--- src/rtl/dma_tracker_pkg.sv ---
// Shared types for the DMA channel tracker.
// Assumes: the completion action is a 2-bit code whose values are fixed by
// the datapath that reports them.
package dma_tracker_pkg;

    // Follow-up action reported after a channel's granted beats
    typedef enum logic [1:0] {
        ACT_REQUEUE = 2'd0,
        ACT_WAIT    = 2'd1,
        ACT_SUSPEND = 2'd2,
        ACT_DISABLE = 2'd3
    } done_act_e;

    // Per-channel decoded events for one cycle
    typedef struct packed {
        logic grant;
        logic done_requeue;
        logic done_wait;
        logic done_susp;
        logic done_dis;
    } chan_evt_t;

endpackage

--- src/rtl/dma_evt_decode.sv ---
// Turns the arbiter grant and the completion report into one event record
// per channel.
// Assumes: at most one grant and one completion per cycle; ids are in range.
module dma_evt_decode
    import dma_tracker_pkg::*;
#(
    parameter int N   = 8,
    localparam int IDW = (N > 1) ? $clog2(N) : 1
) (
    input  logic            grant_vld_i,
    input  logic [IDW-1:0]  grant_id_i,
    input  logic            done_vld_i,
    input  logic [IDW-1:0]  done_id_i,
    input  logic [1:0]      done_act_i,
    output chan_evt_t       evt_o [N]
);

    done_act_e act;
    assign act = done_act_e'(done_act_i);

    for (genvar k = 0; k < N; k++) begin : g_dec
        logic grant_hit;
        logic done_hit;

        assign grant_hit = grant_vld_i && (grant_id_i == IDW'(k));
        assign done_hit  = done_vld_i  && (done_id_i  == IDW'(k));

        // Decode the completion action for this channel
        always_comb begin
            evt_o[k]              = '0;
            evt_o[k].grant        = grant_hit;
            evt_o[k].done_requeue = done_hit && (act == ACT_REQUEUE);
            evt_o[k].done_wait    = done_hit && (act == ACT_WAIT);
            evt_o[k].done_susp    = done_hit && (act == ACT_SUSPEND);
            evt_o[k].done_dis     = done_hit && (act == ACT_DISABLE);
        end
    end

endmodule

--- src/rtl/dma_chan_slice.sv ---
// State of one DMA channel: pending flag, busy flag and suspend flag.
// Queue membership (the request line) is derived as pending, not suspended
// and enabled.
// Assumes: a completion is only meaningful for a busy channel, and a grant
// only for a requesting channel. Anything else is ignored.
module dma_chan_slice
    import dma_tracker_pkg::*;
(
    input  logic      clk,
    input  logic      rst_n,
    input  logic      en_i,
    input  logic      trig_i,
    input  logic      susp_i,
    input  logic      resume_i,
    input  chan_evt_t evt_i,
    output logic      req_o,
    output logic      pend_o,
    output logic      busy_o,
    output logic      susp_o
);

    logic pend_q, busy_q, susp_q;
    logic pend_n, busy_n, susp_n;

    assign req_o  = pend_q && !susp_q && en_i;
    assign pend_o = pend_q;
    assign busy_o = busy_q;
    assign susp_o = susp_q;

    // Next-state rules: suspend, then grant, completion and trigger, then disable
    always_comb begin
        susp_n = susp_q;
        if (susp_i || (busy_q && evt_i.done_susp)) begin
            susp_n = 1'b1;
        end else if (resume_i) begin
            susp_n = 1'b0;
        end

        pend_n = pend_q;
        busy_n = busy_q;

        if (evt_i.grant && req_o) begin
            pend_n = 1'b0;
            busy_n = 1'b1;
        end

        if (busy_q) begin
            if (evt_i.done_requeue) begin
                pend_n = 1'b1;
            end
            if (evt_i.done_wait || evt_i.done_susp || evt_i.done_dis) begin
                busy_n = 1'b0;
            end
        end

        if (trig_i && !susp_n) begin
            pend_n = 1'b1;
        end

        if (!en_i) begin
            pend_n = 1'b0;
            busy_n = 1'b0;
            susp_n = 1'b0;
        end
    end

    // State registers with synchronous active-low reset
    always_ff @(posedge clk) begin
        if (!rst_n) begin
            pend_q <= 1'b0;
            busy_q <= 1'b0;
            susp_q <= 1'b0;
        end else begin
            pend_q <= pend_n;
            busy_q <= busy_n;
            susp_q <= susp_n;
        end
    end

endmodule

--- src/rtl/dma_chan_tracker.sv ---
// Top of the per-channel scheduling tracker. Decodes grant and completion
// events, then keeps one state slice per channel.
// Assumes: the arbiter only samples req_o; policy lives outside this block.
module dma_chan_tracker
    import dma_tracker_pkg::*;
#(
    parameter int N   = 8,
    localparam int IDW = (N > 1) ? $clog2(N) : 1
) (
    input  logic            clk,
    input  logic            rst_n,
    input  logic [N-1:0]    trig_i,
    input  logic [N-1:0]    enable_i,
    input  logic [N-1:0]    susp_i,
    input  logic [N-1:0]    resume_i,
    input  logic            grant_vld_i,
    input  logic [IDW-1:0]  grant_id_i,
    input  logic            done_vld_i,
    input  logic [IDW-1:0]  done_id_i,
    input  logic [1:0]      done_act_i,
    output logic [N-1:0]    req_o,
    output logic [N-1:0]    pend_o,
    output logic [N-1:0]    busy_o
);

    chan_evt_t    evt [N];
    logic [N-1:0] susp_q;

    dma_evt_decode #(.N(N)) u_dec (
        .grant_vld_i (grant_vld_i),
        .grant_id_i  (grant_id_i),
        .done_vld_i  (done_vld_i),
        .done_id_i   (done_id_i),
        .done_act_i  (done_act_i),
        .evt_o       (evt)
    );

    for (genvar k = 0; k < N; k++) begin : g_ch
        dma_chan_slice u_slice (
            .clk      (clk),
            .rst_n    (rst_n),
            .en_i     (enable_i[k]),
            .trig_i   (trig_i[k]),
            .susp_i   (susp_i[k]),
            .resume_i (resume_i[k]),
            .evt_i    (evt[k]),
            .req_o    (req_o[k]),
            .pend_o   (pend_o[k]),
            .busy_o   (busy_o[k]),
            .susp_o   (susp_q[k])
        );
    end

endmodule

--- config.mk ---
export PLATFORM = sky130hd
export DESIGN_NAME = dma_chan_tracker
export DESIGN_NICKNAME = d
export VERILOG_FILES = /design/src/rtl/dma_tracker_pkg.sv /design/src/rtl/dma_evt_decode.sv /design/src/rtl/dma_chan_slice.sv /design/src/rtl/dma_chan_tracker.sv
export SDC_FILE = /design/constraint.sdc
export NUM_CORES = 1
export LEC_CHECK = 0
export BUFFER_PORTS_ARGS = -buffer_cell sky130_fd_sc_hd__buf_2
export CAP_MARGIN = 20
export CORE_UTILIZATION = 46
export CTS_BUF_LIST = sky130_fd_sc_hd__clkbuf_4 sky130_fd_sc_hd__clkbuf_8 sky130_fd_sc_hd__clkbuf_16
export DETAILED_ROUTE_END_ITERATION = 12
export GPL_TIMING_DRIVEN = 0
export MAX_ROUTING_LAYER = met4
export PLACE_DENSITY = 0.82
export SYNTH_ARGS = -nofsm -noshare
export SYNTH_HDL_FRONTEND = slang
export SYNTH_SLANG_ARGS = --single-unit
--- constraint.sdc ---
create_clock -name clk -period 1.25 [get_ports clk]
set_input_delay 0.3125 -clock clk [delete_from_list [all_inputs] [get_ports clk]]
set_output_delay 0.3125 -clock clk [all_outputs]
set_load 0.02 [all_outputs]
======== After elaboration in Yosys (flattened, before gate mapping) ========
Index checks and enable logic that the tools add are counted.
word-level totals
  register bits after elaboration ......... 24
  input port bits ......................... 44
  output and inout port bits .............. 24
operators by class
  equal/unequal tests ..................... 17
  mux-type cells .......................... 72
  reductions and logical operators ........ 139
operators by type and width
  cell                                            number
  logical AND 1 bit                               88
  2-to-1 mux 1 bit                                72
  == test 3 bit (second input constant)           8
  logical OR 1 bit                                24
  zero test 1 bit                                 16
  AND reduction 2 bit                             8
  == test 3 x 2 -> 1 bit (second input constant)  4
  == test 3 x 1 -> 1 bit (second input constant)  2
  zero test 3 bit                                 2
  == test 2 bit (second input constant)           2
  == test 2 x 1 -> 1 bit (second input constant)  1
  zero test 2 bit                                 1

======== Logic depth before layout (Yosys ltp) ========
  depth in word-level cells ............... 9
  gate-level depth with buffers ........... 5
  depth with buffers taken out ............ 4

======== Cells and area by module ========
Synthesis repeated with hierarchy kept, for this count alone.
unflattened totals
  cells, all modules ...................... 196
  area, all modules ....................... 1,550.2 µm²
modules (own cells, without submodules)
  module          instances  cells each  area each (µm²)  seq. area each (µm²)
  dma_chan_slice  8          16          150.1            60.1
  dma_evt_decode  1          68          349.1            0.0

======== Least setup slack after synthesis ========
No wires, ideal clock.
  kind .................................... in2reg
  from .................................... in done_act_i[0]
  to ...................................... reg g_ch[7].u_slice.pend_q
  setup time .............................. 122 ps
  data arrival time ....................... 1,023 ps
  slack ................................... 105 ps
  stages .................................. 4
  buffers on the path ..................... 0
  path through ............................ and4b_4 a221oi_1 a221oi_1 nor2_1
between the ends
  longest elaborated chain between the ends .. 8
ends and longest elaborated chain
  element               line                    RTL
  start, declared       dma_chan_tracker.sv:20  input logic [1:0] done_act_i,
  == test 2 bit         dma_evt_decode.sv:34    evt_o[k].done_susp = done_hit && (act == ACT_SUSPEND);
  logical AND 1 bit     dma_evt_decode.sv:34
  logical AND 1 bit     dma_chan_slice.sv:33    if (susp_i || (busy_q && evt_i.done_susp)) begin
  logical OR 1 bit      dma_chan_slice.sv:33
  2-to-1 mux 1 bit      dma_chan_slice.sv:33
  zero test 1 bit       dma_chan_slice.sv:56    if (trig_i && !susp_n) begin
  logical AND 1 bit     dma_chan_slice.sv:56
  2-to-1 mux 1 bit (*)  dma_chan_slice.sv:56
  end signal, assigned  dma_chan_slice.sv:74    pend_q <= pend_n;
  end, declared         dma_chan_slice.sv:22    logic pend_q, busy_q, susp_q;
Every way passes the cells marked *; elsewhere a longest branch is shown, timed or not.
A chain may end at the register's enable or synchronous reset.

======== Worst setup path in the final report ========
  from .................................... reg g_ch[7].u_slice.pend_q
  to ...................................... out req_o[7]
between the ends
  longest elaborated chain between the ends .. 2
ends and longest elaborated chain
  element                          line                    RTL
  logical AND 1 bit (2 in series)  dma_chan_slice.sv:25    assign req_o = pend_q && !susp_q && en_i;
  end, declared                    dma_chan_tracker.sv:21  output logic [N-1:0] req_o,
Every way passes these cells.

==> impl_metrics.toml <==
[floorplanning]
coreArea_um2 = 2853
num_rows = 19
die_area_um2 = 3347
ioPinCount = 68
fp.dieH_um = 57.86
die_width_um = 57.86
initial_core_util_pct = 50.31

[grt]
gr-total-overflow = 0
grt_use_total_pct = 25.06
grt_pass1_vias = 1473
antenna_found_initial = 0
grt_pass1_wl_mm = 6.348
grt_start_max_net_pins = 15

[setup_path]
cp_max_fo = 2
cp.arrival_ns = 1.07
start_kind = "flip-flop"
required_ns = 0.94
reg2regPathDepth = 4
critPathKind = "flip-flop to output port"
cp-end-kind = "output port"

[timing]
clock_skew_ns = 0.02565
drv_slew = 0
fmax_mhz = 724.6
tightest_slew_ns = 0.4591
min_period_ns = 1.380
hold_viol = 0
whs_ns = 0.1868
period_share_pct = 110.4
finalSetupTns_ns = -0.7807
rsz0062_at_grt = "yes"
setup-violations-final = 9
relSlewSlack_pct = 69.28
finalWorstSetupSlack_ns = -0.1301

[synthesis]
syn_area_per_cell_um2 = 8.248
synth_commonest_cells = "buf_4 (24), dfxtp_1 (24), nand2_1 (19)"
synth_seq_area_share_pct = 33.48
synthTopCellsByArea = "dfxtp_1 (33%), buf_4 (13%), a311oi_2 (5.2%), nand2_1 (5.0%), and3b_1 (4.9%)"
syn_nets = 218
async_flop_share_pct = 0
synth-edff-count = 0
syn_area_um2 = 1435
synth_seq_cells = 24
synth_top_cell_area_share_pct = 33.48
ys.flop_type = "dfxtp_1"
yosysWarnings = 0
synth.distinct_cells = 33
synthCells = 174
yosys.area.top_type = "dfxtp_1"

[cts]
clock_latency_ns = 0.33
htree_levels = 1
path_clk_slew_ns = 0.15
cts_max_path_buffers = 2
cts_buffers = 3
cts.sinks = 24
cts_tree = "built"
clock-root-buffer = "clkbuf_4"

[layout]
seqCellArea_um2 = 513.0
design_area_um2 = 2186
nets = 294
fin_cells = 280
multi_input_area_um2 = 795.8
syn2layout_area_growth_pct = 52.31
fill_cells = 204
diodes = 0
drive_gt1_share_pct = 59.44
final_util_pct = 76.62

[drt]
wirelength_mm = 4.074
dr.pass1.iters = 8
drc_errors = 5
vias = 1538
viasPerCell = 5.493
ant_nets = 0
wire_per_inst_um = 14.55
drt-initial-drc-count = 45

[status]
violations = "DRC, setup timing"
status = "finished, violations left"

[placement]
dpl.hpwl_mm = 2.825
portBuffers = 66
place_area_um2 = 1804
gp_congestion = 0.7843
placedCellCount = 271
place_ws_ns = -0.2359

[hold_path]
holdPathStages = 3
hold_class = "input pin to flip-flop"

[power_and_ir_drop]
p_leak_nw = 0.9899
p_total_mw = 1.695
ir_drop_mv = 0.7160
powerDensity_nw_per_um2 = 775.6

[job]
drv_cap = 0
[logic make-up after synthesis]
kind of cell / Yosys count / synth area share [%]
AOI/OAI and AO/OA: 35 / 19.88
buffers and inverters: 34 / 15.26
DFF: 24 / 33.48
and+or+nand+nor: 81 / 31.39
[layer usage]
layer / share of wire, % / vias to the layer above / global-route usage (%)
met1: 40 / 717 / 28.89
li1: - / 756 / -
met4: 1.6 / 0 / 8.503
met5: 0 / - / -
met2: 53 / 57 / 43.19
met3: 5.2 / 8 / 5.134
[state kept, by name, summed over array words and instances, names as in the netlist]
name                 count
g_ch.u_slice.busy_o      8
g_ch.u_slice.susp_o      8
g_ch.u_slice.pend_o      8
[worst max-delay path: stages, from the launching register on]
cell,delay (ns)
dfxtp_2,0.36
nor3b_4,0.24
buf_6,0.15
[final timing paths]
| path | start | end | slack [ns] |
|---|---|---|---|
| min reg2reg | g_ch[5].u_slice.pend_o$_SDFF_PN0_ | g_ch[5].u_slice.pend_o$_SDFF_PN0_ | 0.47 |
| max | g_ch[7].u_slice.pend_o$_SDFF_PN0_ | req_o[7] | -0.13 |
| max reg2reg | g_ch[5].u_slice.busy_o$_SDFF_PN0_ | g_ch[5].u_slice.pend_o$_SDFF_PN0_ | 0.06 |
| min | susp_i[2] | g_ch[2].u_slice.susp_o$_SDFF_PN0_ | 0.19 |
[layout make-up]
cell class | instances | share of cell area (%)
multi-input combinational | 116 | 36.41
timing repair buffer | 85 | 29.19
sequential | 24 | 23.47
buffer | 13 | 5.552
tap | 31 | 1.774
clock inverter | 1 | 1.374
inverter | 7 | 1.202
clock buffer | 3 | 1.030
[cell usage in the layout (no fill, tap or decap), drive strengths merged]
master   n
a211oi   2
nor3b    1
nor2b   10
nand2   19
and4b    1
o22ai    1
nand3    6
a32oi    3
a22oi    4
o21bai   1
nor4b    1
inv      7
o211ai   1
and3b    9
nor2    17
a21oi   11
clkbuf   5
nor3     4
a31oi    3
a311oi   5
o41a     1
a221oi   3
nand4    4
bufinv   1
and2b    4
and3     4
nand2b   1
buf     96
dfxtp   24
[report_power, final]
group	total [mW]	internal, mW	switching (mW)
Combinational	0.321	0.162	0.159
Clock	0.575	0.325	0.250
Sequential	0.800	0.785	0.0150
Total	1.70	1.27	0.424
[what timing repair did]
action | CTS | global route
setup endpoints to repair | 24 | 29
hold buffers | 0 | 0
pin swaps | 2 | 14
hold endpoints to repair | 0 | 0
setup buffers | 19 | 1
gates resized for setup | 75 | 27
Power figures use the tool's default switching activity.
